**config.mk**
```make
export PLATFORM = sky130hd
export DESIGN_NAME = lcd_level_seq
export DESIGN_NICKNAME = d
export VERILOG_FILES = /design/src/rtl/lcd_level_seq_pkg.sv /design/src/rtl/lcd_level_seq_timebase.sv /design/src/rtl/lcd_level_seq_latch.sv /design/src/rtl/lcd_level_seq_bpdrv.sv /design/src/rtl/lcd_level_seq_segdrv.sv /design/src/rtl/lcd_level_seq.sv
export SDC_FILE = /design/constraint.sdc
export NUM_CORES = 1
export LEC_CHECK = 0
export BUFFER_PORTS_ARGS = -buffer_cell sky130_fd_sc_hd__buf_2
export CORE_ASPECT_RATIO = 2
export CORE_MARGIN = 4
export CORE_UTILIZATION = 47
export CTS_BUF_LIST = sky130_fd_sc_hd__clkbuf_2 sky130_fd_sc_hd__clkbuf_4 sky130_fd_sc_hd__clkbuf_8
export CTS_CLUSTER_DIAMETER = 120
export DETAILED_ROUTE_END_ITERATION = 10
export GPL_ROUTABILITY_DRIVEN = 1
export PLACE_DENSITY = 0.78
export SLEW_MARGIN = 20
export SYNTH_ARGS = -nofsm -noshare
export SYNTH_HDL_FRONTEND = slang
export SYNTH_SLANG_ARGS = --single-unit
```
**constraint.sdc**
```tcl
create_clock -name clk -period 2.4 [get_ports clk]
set_input_delay 0.48 -clock clk [delete_from_list [all_inputs] [get_ports clk]]
set_output_delay 0.48 -clock clk [all_outputs]
set_load 0.02 [all_outputs]
```
**src/rtl/lcd_level_seq_pkg.sv**
```systemverilog
package lcd_level_seq_pkg;

  localparam int LVL_W  = 3;
  localparam int PLANES = 3;

  typedef enum logic [LVL_W-1:0] {
    LV_VSS      = 3'd0,
    LV_THIRD    = 3'd1,
    LV_HALF     = 3'd2,
    LV_TWOTHIRD = 3'd3,
    LV_VLCD     = 3'd4
  } lvl_e;

  typedef enum logic [1:0] {
    MUX_OFF     = 2'd0,
    MUX_STATIC  = 2'd1,
    MUX_DUPLEX  = 2'd2,
    MUX_TRIPLEX = 2'd3
  } mux_e;

endpackage

```
**src/rtl/lcd_level_seq_timebase.sv**
```systemverilog
module lcd_level_seq_timebase
  import lcd_level_seq_pkg::*;
#(
  parameter int FRAME_DIV = 2400,
  parameter int CNT_W     = $clog2(FRAME_DIV / 2)
) (
  input  logic             clk,
  input  logic             rst_n,
  input  logic [1:0]       mode,
  input  logic             pwr_dn,
  output logic             run_q,
  output mux_e             mode_q,
  output logic             phase_q,
  output logic [1:0]       slot_q,
  output logic [CNT_W-1:0] cnt_q,
  output logic             frame_end
);

  // last count of a half slot for each plane count
  localparam logic [CNT_W-1:0] HALF1_MAX = CNT_W'(FRAME_DIV / 2 - 1);
  localparam logic [CNT_W-1:0] HALF2_MAX = CNT_W'(FRAME_DIV / 4 - 1);
  localparam logic [CNT_W-1:0] HALF3_MAX = CNT_W'(FRAME_DIV / 6 - 1);

  logic             go;
  logic             advance;
  logic             half_last;
  logic             slot_last;
  logic [CNT_W-1:0] half_max;
  logic [1:0]       slot_max;
  logic [CNT_W-1:0] cnt_d;
  logic             phase_d;
  logic [1:0]       slot_d;

  always_comb begin
    go = !pwr_dn && (mode != 2'b00) && (mode == mode_q);
    case (mode_q)
      MUX_DUPLEX: begin
        half_max = HALF2_MAX;
        slot_max = 2'd1;
      end
      MUX_TRIPLEX: begin
        half_max = HALF3_MAX;
        slot_max = 2'd2;
      end
      default: begin
        half_max = HALF1_MAX;
        slot_max = 2'd0;
      end
    endcase
    half_last = (cnt_q == half_max);
    slot_last = (slot_q == slot_max);
    advance   = go && run_q;

    cnt_d   = cnt_q;
    phase_d = phase_q;
    slot_d  = slot_q;
    if (!advance) begin
      cnt_d   = '0;
      phase_d = 1'b0;
      slot_d  = 2'd0;
    end else if (half_last) begin
      cnt_d   = '0;
      phase_d = ~phase_q;
      if (phase_q) begin
        slot_d = slot_last ? 2'd0 : slot_q + 2'd1;
      end
    end else begin
      cnt_d = cnt_q + 1'b1;
    end
    frame_end = advance && half_last && phase_q && slot_last;
  end

  always_ff @(posedge clk or negedge rst_n) begin
    if (!rst_n) begin
      run_q   <= 1'b0;
      mode_q  <= MUX_OFF;
      phase_q <= 1'b0;
      slot_q  <= 2'd0;
      cnt_q   <= '0;
    end else begin
      run_q   <= go;
      mode_q  <= mux_e'(mode);
      phase_q <= phase_d;
      slot_q  <= slot_d;
      cnt_q   <= cnt_d;
    end
  end

endmodule

```
**src/rtl/lcd_level_seq_latch.sv**
```systemverilog
module lcd_level_seq_latch #(
  parameter int DW = 96
) (
  input  logic          clk,
  input  logic          rst_n,
  input  logic          frame_end,
  input  logic          hold,
  input  logic [DW-1:0] din,
  output logic [DW-1:0] disp_q
);

  logic          load_en;
  logic [DW-1:0] disp_d;

  always_comb begin
    load_en = frame_end && !hold;
    disp_d  = load_en ? din : disp_q;
  end

  always_ff @(posedge clk or negedge rst_n) begin
    if (!rst_n) begin
      disp_q <= '0;
    end else if (load_en) begin
      disp_q <= disp_d;
    end
  end

endmodule

```
**src/rtl/lcd_level_seq_bpdrv.sv**
```systemverilog
module lcd_level_seq_bpdrv
  import lcd_level_seq_pkg::*;
(
  input  logic                    run_q,
  input  mux_e                    mode_q,
  input  logic [1:0]              slot_q,
  input  logic                    phase_q,
  output logic [PLANES*LVL_W-1:0] bp_lvl
);

  for (genvar k = 0; k < PLANES; k++) begin : g_plane
    lvl_e lv;
    always_comb begin
      if (!run_q) begin
        lv = LV_VSS;
      end else if (slot_q == 2'(k)) begin
        lv = phase_q ? LV_VSS : LV_VLCD;
      end else begin
        case (mode_q)
          MUX_DUPLEX:  lv = LV_HALF;
          MUX_TRIPLEX: lv = phase_q ? LV_TWOTHIRD : LV_THIRD;
          default:     lv = LV_VSS;
        endcase
      end
    end
    assign bp_lvl[k*LVL_W +: LVL_W] = lv;
  end

endmodule

```
**src/rtl/lcd_level_seq_segdrv.sv**
```systemverilog
module lcd_level_seq_segdrv
  import lcd_level_seq_pkg::*;
#(
  parameter int SEG_COUNT = 32
) (
  input  logic                        run_q,
  input  mux_e                        mode_q,
  input  logic [1:0]                  slot_q,
  input  logic                        phase_q,
  input  logic [PLANES*SEG_COUNT-1:0] disp_q,
  output logic [SEG_COUNT*LVL_W-1:0]  seg_lvl
);

  for (genvar n = 0; n < SEG_COUNT; n++) begin : g_seg
    logic pix;
    lvl_e lv;
    always_comb begin
      case (slot_q)
        2'd0:    pix = disp_q[n];
        2'd1:    pix = disp_q[SEG_COUNT + n];
        default: pix = disp_q[2*SEG_COUNT + n];
      endcase
      if (!run_q) begin
        lv = LV_VSS;
      end else if (pix) begin
        lv = phase_q ? LV_VLCD : LV_VSS;
      end else begin
        case (mode_q)
          MUX_STATIC: lv = phase_q ? LV_VSS : LV_VLCD;
          MUX_DUPLEX: lv = LV_HALF;
          default:    lv = phase_q ? LV_THIRD : LV_TWOTHIRD;
        endcase
      end
    end
    assign seg_lvl[n*LVL_W +: LVL_W] = lv;
  end

endmodule

```
**src/rtl/lcd_level_seq.sv**
```systemverilog
module lcd_level_seq
  import lcd_level_seq_pkg::*;
#(
  parameter int FRAME_DIV = 2400,
  parameter int SEG_COUNT = 32
) (
  input  logic                        clk,
  input  logic                        rst_n,
  input  logic                        pwr_dn,
  input  logic [1:0]                  mode,
  input  logic                        shift_en,
  input  logic [PLANES*SEG_COUNT-1:0] shift_data,
  output logic [PLANES*LVL_W-1:0]     bp_lvl,
  output logic [SEG_COUNT*LVL_W-1:0]  seg_lvl
);

  localparam int DW    = PLANES * SEG_COUNT;
  localparam int CNT_W = $clog2(FRAME_DIV / 2);

  logic             run_q;
  mux_e             mode_q;
  logic             phase_q;
  logic [1:0]       slot_q;
  logic [CNT_W-1:0] cnt_q;
  logic             frame_end;
  logic [DW-1:0]    disp_q;

  lcd_level_seq_timebase #(
    .FRAME_DIV (FRAME_DIV),
    .CNT_W     (CNT_W)
  ) u_timebase (
    .clk       (clk),
    .rst_n     (rst_n),
    .mode      (mode),
    .pwr_dn    (pwr_dn),
    .run_q     (run_q),
    .mode_q    (mode_q),
    .phase_q   (phase_q),
    .slot_q    (slot_q),
    .cnt_q     (cnt_q),
    .frame_end (frame_end)
  );

  lcd_level_seq_latch #(
    .DW (DW)
  ) u_latch (
    .clk       (clk),
    .rst_n     (rst_n),
    .frame_end (frame_end),
    .hold      (shift_en),
    .din       (shift_data),
    .disp_q    (disp_q)
  );

  lcd_level_seq_bpdrv u_bpdrv (
    .run_q   (run_q),
    .mode_q  (mode_q),
    .slot_q  (slot_q),
    .phase_q (phase_q),
    .bp_lvl  (bp_lvl)
  );

  lcd_level_seq_segdrv #(
    .SEG_COUNT (SEG_COUNT)
  ) u_segdrv (
    .run_q   (run_q),
    .mode_q  (mode_q),
    .slot_q  (slot_q),
    .phase_q (phase_q),
    .disp_q  (disp_q),
    .seg_lvl (seg_lvl)
  );

endmodule

```
# Word level (Yosys, flattened, before mapping)
# Index checks and enable logic that the tools add are counted.
op_classes:
  addsub: 2
  n_eq_ne: 10
  n_mux: 118
  bitwise: 1
  reduce_logical: 12
op_table:
  columns: ["cell", "count"]
  rows:
  - ["3-bit 2-to-1 mux", 72]
  - ["1-bit case mux with 2 select lines", 32]
  - ["11-bit 2-to-1 mux", 2]
  - ["11-bit case mux with 2 select lines", 1]
  - ["2-bit 2-to-1 mux", 6]
  - ["3-bit case mux with 2 select lines", 2]
  - ["11-bit by 1-bit adder with 11-bit output, second input constant", 1]
  - ["11-bit equality test", 1]
  - ["1-bit logical AND", 7]
  - ["2-bit equality test, second input constant", 3]
  - ["2-bit by 1-bit equality test with 1-bit output, second input constant", 2]
  - ["2-bit equality test", 2]
  - ["2-bit case mux with 2 select lines", 1]
  - ["2-bit by 1-bit adder with 2-bit output, second input constant", 1]
  - ["1-bit logical NOT", 2]
  - ["2-bit logical NOT", 1]
  - ["1-bit 2-to-1 mux", 2]
  - ["2-bit by 1-bit != test with 1-bit output, second input constant", 1]
  - ["2-bit != test, second input constant", 1]
  - ["2-bit AND reduction", 1]
  - ["2-bit nonzero test", 1]
  - ["1-bit NOT", 1]
word_totals:
  reg_bits: 113
  in_bits: 102
  out_inout_bits: 105
  word_cells: 149

# Logic depth before layout (Yosys ltp)
depth:
  ltp_word: 8
  ltp_mapped: 9
  ltp_nobuf: 7

# Hierarchy
# A second synthesis with hierarchy kept.
hier_totals:
  cells_unflattened: 539
  area_unflattened_um2: 6291.0
by_module_without_submodules:
  columns: ["mod", "n_inst", "cells_per_inst", "area_each_um2", "seq_area_each_um2"]
  rows:
  - ["lcd_level_seq_latch", 1, 204, 3778.6, 2402.3]
  - ["lcd_level_seq_segdrv", 1, 225, 1520.2, 0.0]
  - ["lcd_level_seq_timebase", 1, 95, 899.6, 425.4]
  - ["lcd_level_seq_bpdrv", 1, 15, 92.6, 0.0]

# Worst setup path before layout
# Ideal clock, no wire load.
synth_timing:
  path_type: "flip-flop to output port"
  from: "register u_timebase.slot_q[0]"
  to: "output seg_lvl[5]"
  arrival_ns: 1.892
  t_required_ns: 1.920
  slack_ns: 0.028
  stages_incl_launch_ff: 10
  n_path_buf: 2
  cell_sequence: "dfrtp_1 inv_1 ha_1 clkbuf_1 nor2_1 clkbuf_1 nand2_1 nand2_1 mux2i_1 nor2b_1"
synth_between:
  elab_chain_len: 4
  elab_cells_between_ends: 5
  classes_between: "eq/ne: 1; mux: 3; reduce/logical: 1"
synth_lines:
  columns: ["item", "line_no", "text"]
  rows:
  - ["start: declaration", "lcd_level_seq_timebase.sv:14", "output logic [1:0] slot_q,"]
  - ["start signal: assignment", "lcd_level_seq_timebase.sv:84", "slot_q <= slot_d;"]
  - ["2-bit by 1-bit equality test with 1-bit output or 2-bit logical NOT (tied branches)", "lcd_level_seq_segdrv.sv:18", "case (slot_q)"]
  - ["1-bit case mux with 2 select lines (*)", "lcd_level_seq_segdrv.sv:18", null]
  - ["3-bit 2-to-1 mux (*)", "lcd_level_seq_segdrv.sv:25", "end else if (pix) begin"]
  - ["3-bit 2-to-1 mux (*)", "lcd_level_seq_segdrv.sv:23", "if (!run_q) begin"]
  - ["end: declaration", "lcd_level_seq.sv:14", "output logic [SEG_COUNT*LVL_W-1:0] seg_lvl"]
# Mark *: on every way between the ends. The rest lies on a longest branch, timed or not.

# Worst setup path in the final report
layout_timing:
  from: "register u_timebase.slot_q[0]"
  to: "output seg_lvl[14]"
# The elaborated chain is that of the path after synthesis.

==> summary.txt <==
Synth
  – Largest cells by area after synthesis: dfrtp_1, mux2_2, mux2_4, mux2i_1, nor2_1
  – Async SR Flop Fraction: 1.00
  – Syn Area/Cell: 10.7 um^2
  – Post-synth top area cell: dfrtp_1
  – Mapped Cells: between 500 and 600
  – Synth top area share: 0.460
  – Sequential area share after synthesis: 0.460
  – Post-synth top cells: dfrtp_1, nor2_1, nand2_1, mux2_2, mux2_4
  – Most common cell in the synthesized netlist: dfrtp_1
  – Number of synthesized flops with an enable pin: 0
  – Synth Net Count: roughly 680
  – Primary FF master, synth: dfrtp_1
  – Netlist Area Pre-Place: between 0.006 and 0.007 mm^2
  – Ys Warns: 0
  – #FFs+latches synth: between 100 and 150
  – Synth unique cells: 36

STA
  – Hold Violations, Final: 0
  – Fin Hold WS: between 100 and 150 ps
  – Max Freq: 387 MHz
  – Clock Skews: approximately 15 ps
  – Fin. max-slew vios: 0
  – Setup ws final: -184 ps
  – Setup-failing EPs final: 74
  – Clock period minus worst slack: between 2000 and 3000 ps
  – Slew @ Worst Pin: roughly 640 ps
  – Rel. slew slack: 0.576
  – RSZ-0062 raised after global routing: yes
  – Tcrit/Tclk final: 1.08

Routing
  – Drt total wl: slightly above 20000 um
  – Vias per inst: approximately 5.6
  – Detailed-route via count: approximately 5.5k
  – Initial drt markers: roughly 170
  – WL/cell: roughly 20 um
  – DRC violations left: 0
  – First drt pass iteration count: 6
  – Final ANT Viol Nets: 0

Worst setup path
  – Critical Path End Type: output port
  – R2R Path Start: u_timebase.mode_q[1]
  – Kind of critical path: reg -> out
  – Worst EP required: around 1900 ps
  – Flop-to-flop setup slack: 0 ps
  – CP max FO: 22
  – Critical path origin: u_timebase.slot_q[0]
  – CP Launch Type: register
  – Data arrival time of the critical path: about 2100 ps
  – R2R depth: 9
  – Reg2reg end: u_latch.disp_q[62]

Placement
  – Port Buffer Count: between 200 and 250
  – GPL Wtd Cong: around 0.9
  – Hpwl dp: ~14000 um

CTS
  – Level count of the clock H-tree: 4
  – Clk pin slew, worst setup/hold paths: around 70 ps
  – Clk buf depth: 2
  – Clk sinks: between 100 and 150
  – CTS tree: built
  – Clk root buf: clkbuf_8
  – Clk_lat worst skew: between 400 and 500 ps
  – Clock buffer count from CTS: 17

Die
  – Ports: 207
  – Initial Util: 0.484
  – Core ar.: between 0.01 and 0.015 mm^2
  – Die H: between 150 and 200 um
  – Die span in x: 88.9 um
  – Core Rows: between 50 and 60
  – Die ar.: roughly 0.015 mm^2

Run status
  – Status: finished, violations left
  – Failing checks: setup timing

Pwr
  – Power per cell area: 474 mW/mm^2
  – VDD IR max: between 0.5 and 0.6 mV
  – Design Power: 4.30 mW
  – Pleak: 4.68 nW

Final layout
  – Nets: 932
  – Layout cells sized above 1: 0.602
  – Layout fillers: 831
  – Post-layout util: 0.714
  – Area delta synth->final: 47.5%

Run
  – Max_cap viols: 0

Global route
  – Gr ovfl total: 0
  – Vias in the first global route: 5842
  – First-pass GRT wire length: roughly 29000 um
  – Largest net degree at the start of global routing: between 100 and 150
  – GRT Resource Usage Total: 0.259
  – Initial antenna violation count: 1

Hold path
  – Worst hold path type: in -> async
## worst max-delay path, cell delays in order (launching register included)
cell and delay (ps):
dfrtp_1 430, inv_2 80, ha_4 200, nor2_4 130
buf_12 190, nand2_1 80, nand2_2 110, mux2i_1 210
nor2b_1 80, buf_4 160
## sequential cells by signal, indices dropped and copies added (netlist names)
signal	cells
u_timebase.mode_q	2
u_timebase.run_q	1
u_latch.disp_q	96
u_timebase.phase_q	1
u_timebase.cnt_q	11
u_timebase.slot_q	2
## worst max-delay path by stage
| stage | to | slack, ps |
|---|---|---|
| floorplan | seg_lvl[5] | 30 |
| global placement | u_latch.disp_q[51] | 120 |
| detailed placement | seg_lvl[17] | 7 |
| CTS | seg_lvl[17] | -190 |
| global route | seg_lvl[86] | -330 |
| finish | seg_lvl[14] | -180 |
## final cells by class
| cell class | count | area (um^2) | share of cell area |
|---|---|---|---|
| Clock inverter | 11 | 154 | 0.0170 |
| Timing Repair Buffer | 269 | 2050 | 0.226 |
| Antenna cell | 1 | 2.50 | 0.000276 |
| Inverter | 8 | 30.0 | 0.00331 |
| Clock buffer | 21 | 283 | 0.0312 |
| Multi-Input combinational cell | 413 | 3540 | 0.390 |
| Sequential cell | 113 | 2830 | 0.312 |
| Tap cell | 150 | 188 | 0.0207 |
## where the power goes
| group | leakage (nW) | internal (mW) | switching [mW] |
|---|---|---|---|
| Clock | 0.216 | 1.13 | 0.820 |
| Combinational | 2.90 | 0.193 | 0.240 |
| Sequential | 1.57 | 1.91 | 0.00655 |
## kinds of logic after synthesis
| family | synth area share |
|---|---|
| mux | 0.259 |
| fa+ha+maj | 0.0163 |
| simple gates | 0.164 |
| compound gates | 0.0482 |
| buf+inv | 0.0360 |
| xor+xnor | 0.0171 |
| flops | 0.460 |
## metrics by stage
step / instances / cell area [um^2] / setup slack [ps] / setup TNS (ps)
6_report: 986 / 9070 / -184 / -6850
3_3_place_gp: 922 / 7520 / 119 / 0
2_1_floorplan: 574 / 6150 / 28.5 / 0
3_5_place_dp: 922 / 7520 / 7.42 / 0
5_1_grt: 986 / 9070 / -330 / -21250
4_1_cts: 977 / 8690 / -195 / -7580
## layer usage
layer	routed length, um	part of all wire	global-route usage	up-vias
li1	-	-	-	2441
met1	7090	0.35	0.277	2744
met2	11200	0.55	0.454	237
met3	867	0.043	0.0520	74
met4	1090	0.054	0.153	0
met5	0	0	0	-
## repair_timing
item	in CTS	in global routing
endpoints found under the setup margin	96	194
cloned	0	4
setup buffers	23	4
pin swaps	28	14
gates resized for setup	172	70
hold buffers	0	0
## placed cells by master (no fill, tap or decap), types with 7 or more instances in the layout
cell type,instances
a22oi_2,25
clkbuf_8,20
buf_12,8
buf_2,129
nor2_2,13
nand2_2,35
a22oi_1,8
nand2_1,41
nor2b_1,33
buf_6,38
nor2_4,15
dfrtp_1,111
buf_4,85
xnor2_1,7
mux2_2,56
mux2i_1,34
mux2_4,40
nor2_1,61
Note: power is estimated with default switching activity, not from simulation.
